===== config.mk =====
export PLATFORM = sky130hd
export DESIGN_NAME = chan_window_watch
export DESIGN_NICKNAME = d
export VERILOG_FILES = /design/src/rtl/awd_pkg.sv /design/src/rtl/awd_window_cmp.sv /design/src/rtl/awd_status_bank.sv /design/src/rtl/awd_flag_fsm.sv /design/src/rtl/chan_window_watch.sv
export SDC_FILE = /design/constraint.sdc
export NUM_CORES = 1
export LEC_CHECK = 0
export BUFFER_PORTS_ARGS = -buffer_cell sky130_fd_sc_hd__clkbuf_2
export CAP_MARGIN = 20
export CORE_MARGIN = 5
export CORE_UTILIZATION = 30
export DETAILED_ROUTE_END_ITERATION = 7
export SYNTH_ARGS = -nofsm -noshare
export SYNTH_HDL_FRONTEND = slang
export SYNTH_SLANG_ARGS = --single-unit

===== constraint.sdc =====
create_clock -name clk -period 0.8 [get_ports clk]
set_input_delay 0.16 -clock clk [delete_from_list [all_inputs] [get_ports clk]]
set_output_delay 0.16 -clock clk [all_outputs]
set_load 0.02 [all_outputs]

===== src/rtl/awd_pkg.sv =====
package awd_pkg;
    localparam int unsigned DEF_DATA_W = 10;
    localparam int unsigned DEF_NUM_CH = 16;

    typedef enum logic {
        WD_QUIET = 1'b0,
        WD_ALERT = 1'b1
    } wd_state_e;
endpackage


===== src/rtl/awd_window_cmp.sv =====
module awd_window_cmp #(
    parameter int unsigned DATA_W = awd_pkg::DEF_DATA_W,
    parameter int unsigned NUM_CH = awd_pkg::DEF_NUM_CH,
    localparam int unsigned CH_W  = (NUM_CH > 1) ? $clog2(NUM_CH) : 1
) (
    input  logic              valid,
    input  logic [DATA_W-1:0] data,
    input  logic [CH_W-1:0]   chan,
    input  logic [DATA_W-1:0] thr_hi,
    input  logic [DATA_W-1:0] thr_lo,
    input  logic [NUM_CH-1:0] chan_en,
    output logic              hit,
    output logic [NUM_CH-1:0] hit_vec
);
    logic at_or_above;
    logic at_or_below;
    logic checked;

    always_comb begin
        at_or_above = (data >= thr_hi);
        at_or_below = (data <= thr_lo);
        checked     = valid && chan_en[chan];
        hit         = checked && (at_or_above || at_or_below);
        hit_vec     = '0;
        if (hit) begin
            hit_vec[chan] = 1'b1;
        end
    end
endmodule


===== src/rtl/awd_status_bank.sv =====
module awd_status_bank #(
    parameter int unsigned NUM_CH = awd_pkg::DEF_NUM_CH
) (
    input  logic              clk,
    input  logic              rst_n,
    input  logic [NUM_CH-1:0] hit_vec,
    input  logic [NUM_CH-1:0] clr_vec,
    output logic [NUM_CH-1:0] stat_q
);
    for (genvar i = 0; i < NUM_CH; i++) begin : g_chan
        always_ff @(posedge clk or negedge rst_n) begin
            if (!rst_n) begin
                stat_q[i] <= 1'b0;
            end else if (hit_vec[i]) begin
                stat_q[i] <= 1'b1;
            end else if (clr_vec[i]) begin
                stat_q[i] <= 1'b0;
            end
        end

        // an event on this channel leaves its bit set, clear or not
        p_status_set_r7: assert property (@(posedge clk) disable iff (!rst_n)
            hit_vec[i] |=> stat_q[i]);

        // a set bit holds until its own clear strobe
        p_status_hold_r8: assert property (@(posedge clk) disable iff (!rst_n)
            (stat_q[i] && !clr_vec[i]) |=> stat_q[i]);
    end
endmodule


===== src/rtl/awd_flag_fsm.sv =====
module awd_flag_fsm
    import awd_pkg::*;
(
    input  logic clk,
    input  logic rst_n,
    input  logic hit,
    input  logic clr,
    output logic flag
);
    wd_state_e state_q;
    wd_state_e state_d;

    always_comb begin
        state_d = state_q;
        unique case (state_q)
            WD_QUIET: if (hit)         state_d = WD_ALERT;  // trip
            WD_ALERT: if (clr && !hit) state_d = WD_QUIET;  // acknowledge
        endcase
    end

    always_ff @(posedge clk or negedge rst_n) begin
        if (!rst_n) begin
            state_q <= WD_QUIET;
        end else begin
            state_q <= state_d;
        end
    end

    always_comb begin
        flag = (state_q == WD_ALERT);
    end

    // every event leaves the flag set one edge later
    p_trip_r2: assert property (@(posedge clk) disable iff (!rst_n)
        hit |=> flag);

    // the flag only drops through the clear strobe
    p_flag_hold_r8: assert property (@(posedge clk) disable iff (!rst_n)
        (flag && !clr) |=> flag);

    // a clear without a competing event drops the flag
    p_flag_clear_r8: assert property (@(posedge clk) disable iff (!rst_n)
        (clr && !hit) |=> !flag);
endmodule


===== src/rtl/chan_window_watch.sv =====
module chan_window_watch #(
    parameter int unsigned DATA_W = awd_pkg::DEF_DATA_W,
    parameter int unsigned NUM_CH = awd_pkg::DEF_NUM_CH,
    localparam int unsigned CH_W  = (NUM_CH > 1) ? $clog2(NUM_CH) : 1
) (
    input  logic              clk,
    input  logic              rst_n,
    input  logic              res_valid,
    input  logic [DATA_W-1:0] res_data,
    input  logic [CH_W-1:0]   res_chan,
    input  logic [DATA_W-1:0] thr_high,
    input  logic [DATA_W-1:0] thr_low,
    input  logic [NUM_CH-1:0] chan_en,
    input  logic              irq_en,
    input  logic              clr_flag,
    input  logic [NUM_CH-1:0] clr_chan,
    output logic              alert_flag,
    output logic [NUM_CH-1:0] chan_hit,
    output logic              irq
);
    logic              hit;
    logic [NUM_CH-1:0] hit_vec;

    awd_window_cmp #(
        .DATA_W (DATA_W),
        .NUM_CH (NUM_CH)
    ) u_cmp (
        .valid   (res_valid),
        .data    (res_data),
        .chan    (res_chan),
        .thr_hi  (thr_high),
        .thr_lo  (thr_low),
        .chan_en (chan_en),
        .hit     (hit),
        .hit_vec (hit_vec)
    );

    awd_status_bank #(
        .NUM_CH (NUM_CH)
    ) u_bank (
        .clk     (clk),
        .rst_n   (rst_n),
        .hit_vec (hit_vec),
        .clr_vec (clr_chan),
        .stat_q  (chan_hit)
    );

    awd_flag_fsm u_fsm (
        .clk   (clk),
        .rst_n (rst_n),
        .hit   (hit),
        .clr   (clr_flag),
        .flag  (alert_flag)
    );

    always_comb begin
        irq = alert_flag && irq_en;
    end

    // a result on a masked channel leaves the status bits untouched
    p_masked_quiet_r5: assert property (@(posedge clk) disable iff (!rst_n)
        (res_valid && !chan_en[res_chan] && (clr_chan == '0)) |=> $stable(chan_hit));

    // no strobe, no clear -> status bits unchanged
    p_idle_quiet_r6: assert property (@(posedge clk) disable iff (!rst_n)
        (!res_valid && (clr_chan == '0)) |=> $stable(chan_hit));
endmodule


After elaboration in Yosys (flattened, before gate mapping)

Cells that the tools add are included.
Widths: inputs -> output; s select.

Add/subtract/negate cells: 0
Multipliers: 0
Div/mod/pow operators: 0
$lt $le $gt $ge: 4
Equality and inequality tests: 0
Shift operators: 0
Mux-type cells: 40
Bitwise operators: 1
Reduce and logical (&&, ||, !) cells: 23

Operator list:

| kind               | number |
|---|---|
| $mux 1             | 36 |
| $reduce_bool 2->1  | 16 |
| $mux 16            | 1 |
| $ge 10x10->1       | 1 |
| $le 10x10->1       | 1 |
| $logic_and 1x1->1  | 5 |
| $lt 4x5->1 const B | 1 |
| $bmux 1 s4         | 1 |
| $demux 1 s4        | 1 |
| $ge 4x1->1 const B | 1 |
| $pmux 1 s2         | 1 |
| $logic_not 1->1    | 1 |
| $logic_or 1x1->1   | 1 |
| $not 1->1          | 1 |

Flip-flop bits (word level): 17
Latch bits: 0
RAM bits: 0
Memory bits (read-only): 0
Input bits: 71
Output and inout port bits: 18
Word-level logic and storage cells: 85
Memories: 0

Depth between registers and ports, before layout

Depth after elaboration: 8
Depth in mapped cells: 8
Gate-level depth less buffers: 7

Hierarchy

A second synthesis with hierarchy kept.

Cells, all modules: 161
Area, all modules: 1572.8 um^2

Modules (own cells, without submodules):

| module            | times used | cells an instance | area each (um^2) | sequential area each (um^2) |
|---|---|---|---|---|
| awd_window_cmp    | 1          | 109               | 949.7            | 0.0 |
| awd_status_bank   | 1          | 48                | 580.6            | 400.4 |
| awd_flag_fsm      | 1          | 3                 | 36.3             | 25.0 |
| chan_window_watch | 1          | 1                 | 6.3              | 0.0 |

Worst setup path before layout

Ideal clock, no wire load.

Path type: input to register
Start: input port thr_high[7]
End: register u_bank.stat_q[0]
Library setup time: 0.125 ns
Arrival time: 1.625 ns
Required time: 0.675 ns
Slack: -0.951 ns
Cell stages on the path: 8
Path buffers: 1
Path through: inv_1 > ha_1 > a21o_1 > a21o_1 > a211o_1 > a221oi_4 > buf_6 > o22ai_1

Word-level cells in the longest chain between the ends: 5
Elaborated cells on any way between the ends: 6
Those cells by class: 1 x order compare; 2 x mux; 3 x reduce/logical

RTL lines:

| item                                               | RTL line                | text |
|---|---|---|
| start: declaration                                 | chan_window_watch.sv:11 | `input logic [DATA_W-1:0] thr_high,` |
| $ge 10x10->1 (*)                                   | awd_window_cmp.sv:20    | `at_or_above = (data >= thr_hi);` |
| $logic_or 1x1->1 (*)                               | awd_window_cmp.sv:23    | `hit = checked && (at_or_above \|\| at_or_below);` |
| $logic_and 1x1->1 (*)                              | awd_window_cmp.sv:23    |  |
| $mux 16 (*)                                        | awd_window_cmp.sv:25    | `if (hit) begin` |
| $mux 1 / $reduce_bool 2->1 (equally long branches) | -                       |  |
| end signal: indexed assignment                     | awd_status_bank.sv:13   | `stat_q[i] <= 1'b0;` |
| end signal: indexed assignment                     | awd_status_bank.sv:15   | `stat_q[i] <= 1'b1;` |
| end signal: indexed assignment                     | awd_status_bank.sv:17   | `stat_q[i] <= 1'b0;` |
| end: declaration                                   | awd_status_bank.sv:8    | `output logic [NUM_CH-1:0] stat_q` |

Mark *: on every way between the ends. The rest lies on a longest branch, timed or not.
A chain may end at the register's enable or synchronous reset.

Worst setup path after layout

Start: input port thr_high[7]
End: register u_bank.stat_q[4]

The elaborated chain is that of the path after synthesis.

==> results.md <==
- The number of H-tree branching levels is 1.
- The critical path in this run is classified as in -> reg.
- For this run the aggregate overflow at the end of global routing stands at 0.
- The max-slew violation count is 0.
- The clock network power share is 0.261.
- After synthesis, the cell types taking the most area are dfrtp_1 (30%), ha_1 (17%), inv_1 (9.4%).
- The top routing layer in use is met4.
- After filler insertion, the fill cell instance count of the layout stands at about 460.
- The buffer type at the clock tree root is clkbuf_8.
- Summed over all failing endpoints, the final setup total negative slack is -14.15 ns.
- The initial antenna violation count is 0.
- The number of flops mapped to enable cells by yosys is 0.
- The average instance area after synthesis is 9.372 um2.
- The flip-flop cell with the highest count after synthesis is dfrtp_1.
- The remaining antenna violation count after routing is 0.
- The routed design has 4.110 mm of wire.
- The slack of the critical path is -0.6777 ns.
- The congestion estimate from routability-driven global placement came to just over 0.7.
- The net count of the finished layout is 354.
- The worst-case IR drop observed on VDD is 511.2 uV.
- At the worst endpoint, the required time is around 0.93 ns.
- Across every metal layer, demand over resource in global routing totals 0.1336.
- The flow ran to the end, but the final reports show violations.
- The netlist area before placement is between 1000 and 1500 um2.
- The antenna cell count is 0.
- After the flow finishes, the layout carries non-filler instances totaling 316.
- After floorplanning, the core was divided into 25 placement rows.
- Summed over all nets, wire length on met3 after detailed routing comes to 315 um.
- The post-placement cell area is 2078 um2.
- After the first detailed-routing iteration, the DRC count stood at 15.
- STA classifies the critical path endpoint as a flip-flop.
- The standby leakage power is 1.244 nW.
- Of the total power, registers draw 0.365.
- For this run, the register share of the synthesized area comes to 0.2967.
- The detailed-routing iteration count for the pre-antenna-repair pass is 4.
- The clock skew after layout is 0 ns.
- The die covers 6262 um2.
- In this run the power density over the cells is 1067 nW/um2.
- The cell taking the most area after synthesis is dfrtp_1.
- The share of post-route cells with drive strength above 1 is 0.4771.
- Counting every net in the synthesized netlist gives 244.
- STA classifies the critical path startpoint as an input port.
- The synthesized netlist contains 28 unique library cells.
- The wire length of the first global-routing pass is 6.713 mm.
- At the pin with the least slew margin, the transition time is between 0.3 and 0.4 ns.
- The top cell type's share of synthesized area is 0.2967.
- Synthesis inferred 17 register bits.
- The internal power of the cells totals 0.001746 W.
- The Yosys warning count is 0.
- Setup repair after global routing could not meet its margin everywhere.
- The clock-pin slew of the registers on the worst-case setup and hold paths is 0.07 ns.
- The largest net degree at the start of global routing is 18.
- The core region is 4692 um2.
- For this configuration, the core starts out at a cell density of 0.3056.
- The switching power of the nets is 0.0007339 W.
- The routed length on met1 is 1.723 mm.
- The largest driver fanout on the critical path is 17.
- Across the run, the number of max-cap violations was 0.
- The detailed router placed 1531 vias in this run.
- The number of clock sinks is 17.
- The async set-or-reset flop fraction in the synthesized netlist is 1.000.
- The die extent in x is about 79 um.
- 89 I/O pins were placed.
- The via density per instance is 4.845.
- The switching power as a share of total power is 0.2959.
- The clock tree buffer depth is 2.
- The clock reaches the later pin of the worst-skew pair after 0.25 ns.
- In this run the vertical extent of the chip is 79.14 um.
- The via count of the first global-routing pass is 1531.
- Synthesis produced a netlist whose cell count is around 150.
- The total power consumption of the routed design is 0.002480 W.
- The HPWL after detailed placement is 3.442 mm.
- The area of all placed cells without fillers is 2325 um2.
- The checks that failed: setup timing.
- The worst hold path class is in -> reg.
- The clock period minus final worst setup slack is about 1.5 ns.
- Measured against its own limit, the worst slew margin works out to 0.7405.
- The power share of the combinational group is 0.374.
- The data arrival time of the critical path is 1.61 ns.
- The fraction of the core area covered by cells at the end of the flow is 0.4955.
- The number of placed instances, taps included is roughly 310.
- After detailed routing, the average wire length per cell comes to 13.01 um.
- Counting the buffers created by CTS gives 3.
- The count of unresolved DRC violations after routing is 0.
- The count of buffers inserted at the top-level ports is 88.
- In the finished design, the share of the clock period the worst path needs comes to 1.847.
- The met2 layer wire length in the routed design is 2.002 mm.
- The final setup violation count is 35.
- The highest clock rate is 0.6767 GHz.
- The TritonCTS clock tree is yes.
- The number of failing hold endpoints at the final stage is 0.
- The area growth from synthesis to layout is 62.13%.
logic make-up after synthesis:
kind of cell,count (synthesis),synth area share
mux,4,0.06283
fa+ha+maj,20,0.1745
compound gates,33,0.1684
flops,17,0.2967
simple gates,38,0.1745
buf+inv,41,0.1230
cells in the mapped netlist, types with 2 or more instances:
cell type,instances
a21o_1,5
a21oi_1,5
and2_1,2
and3_1,2
buf_6,3
clkbuf_1,2
dfrtp_1,17
ha_1,20
inv_1,36
mux4_2,4
nand2_1,4
nand3_1,4
nand3b_1,2
nand4_1,9
nand4b_1,6
nor2b_1,4
o22ai_1,17
worst max-delay path, cell delays in order:
cell and delay [ns]:
clkbuf_16 0.12, inv_12 0.03, ha_4 0.22, a21o_1 0.17, a21o_1 0.14, a211o_1 0.28
a221oi_4 0.23, buf_12 0.18, o22ai_1 0.08
worst paths after layout:
kind | from | to | slack [ns] | cells past startpoint
setup / recovery | thr_high[7] | u_bank.stat_q[4]$_DFFE_PN0P_ | -0.68 | 9
max in group asynchronous | rst_n | u_bank.stat_q[4]$_DFFE_PN0P_ | 0.16 | 2
setup reg to reg | u_fsm.flag$_DFF_PN0_ | u_fsm.flag$_DFF_PN0_ | 0.03 | 3
min in group asynchronous | rst_n | u_bank.stat_q[14]$_DFFE_PN0P_ | 0.37 | 2
hold reg to reg | u_bank.stat_q[5]$_DFFE_PN0P_ | u_bank.stat_q[5]$_DFFE_PN0P_ | 0.54 | 2
hold / removal | clr_chan[5] | u_bank.stat_q[5]$_DFFE_PN0P_ | 0.09 | 2
power groups by stage:
| stage | Combinational, W | Clock [W] | Sequential, W |
|---|---|---|---|
| after floorplan | 0.000434 | 0 | 0.000947 |
| after global placement | 0.000827 | 0 | 0.000917 |
| after detailed placement | 0.000842 | 0 | 0.000917 |
| after CTS | 0.000903 | 0.000658 | 0.000902 |
| after global routing | 0.00104 | 0.000697 | 0.000908 |
| final | 0.000926 | 0.000648 | 0.000906 |
through the flow:
step	hold WS (ns)	worst slack, ns
floorplan	-0.1356	-0.8352
global placement	0.1091	-0.9826
detailed placement	0.1253	-1.016
CTS	0.09037	-0.6836
global route	0.08984	-0.7484
finish	0.09093	-0.6777
cells in the final DEF (no fill, tap or decap), types with 2 or more instances in the layout:
cell type	count
a21oi_1	4
nand4_1	9
ha_4	2
a21o_1	5
nor2b_1	4
clkbuf_8	5
mux4_2	4
nand4b_1	6
nand3b_1	2
and3_1	2
nand2_1	4
buf_4	19
inv_1	35
buf_8	2
clkbuf_2	68
buf_6	15
o22ai_1	17
ha_1	18
dfrtp_1	17
nand3_1	4
layout make-up:
| type | count | area [um2] | area share |
|---|---|---|---|
| clock buffers | 4 | 45.04 | 0.01938 |
| inverters | 36 | 147.6 | 0.06351 |
| multi-input cells | 95 | 869.6 | 0.3741 |
| flip-flops and latches | 17 | 425.4 | 0.1830 |
| well taps | 54 | 67.56 | 0.02906 |
| repair buffers | 110 | 769.5 | 0.3310 |
what timing repair did:
action	CTS	global route
gates resized for setup	12	46
setup buffers	2	2
endpoints found under the hold margin	17	0
setup endpoints to repair	35	45
pin swaps	1	2
hold buffers	1	0
sequential cells by signal, summed over array words and instances (netlist names):
register,count
u_bank.stat_q,16
u_fsm.flag,1
routing by layer:
| layer | up-vias | global-route usage |
|---|---|---|
| li1 | 770 | - |
| met5 | - | 0 |
| met3 | 7 | 0.02608 |
| met2 | 70 | 0.2298 |
| met1 | 684 | 0.1652 |
| met4 | 0 | 0.04811 |
Note: power is estimated with default switching activity, not from simulation.
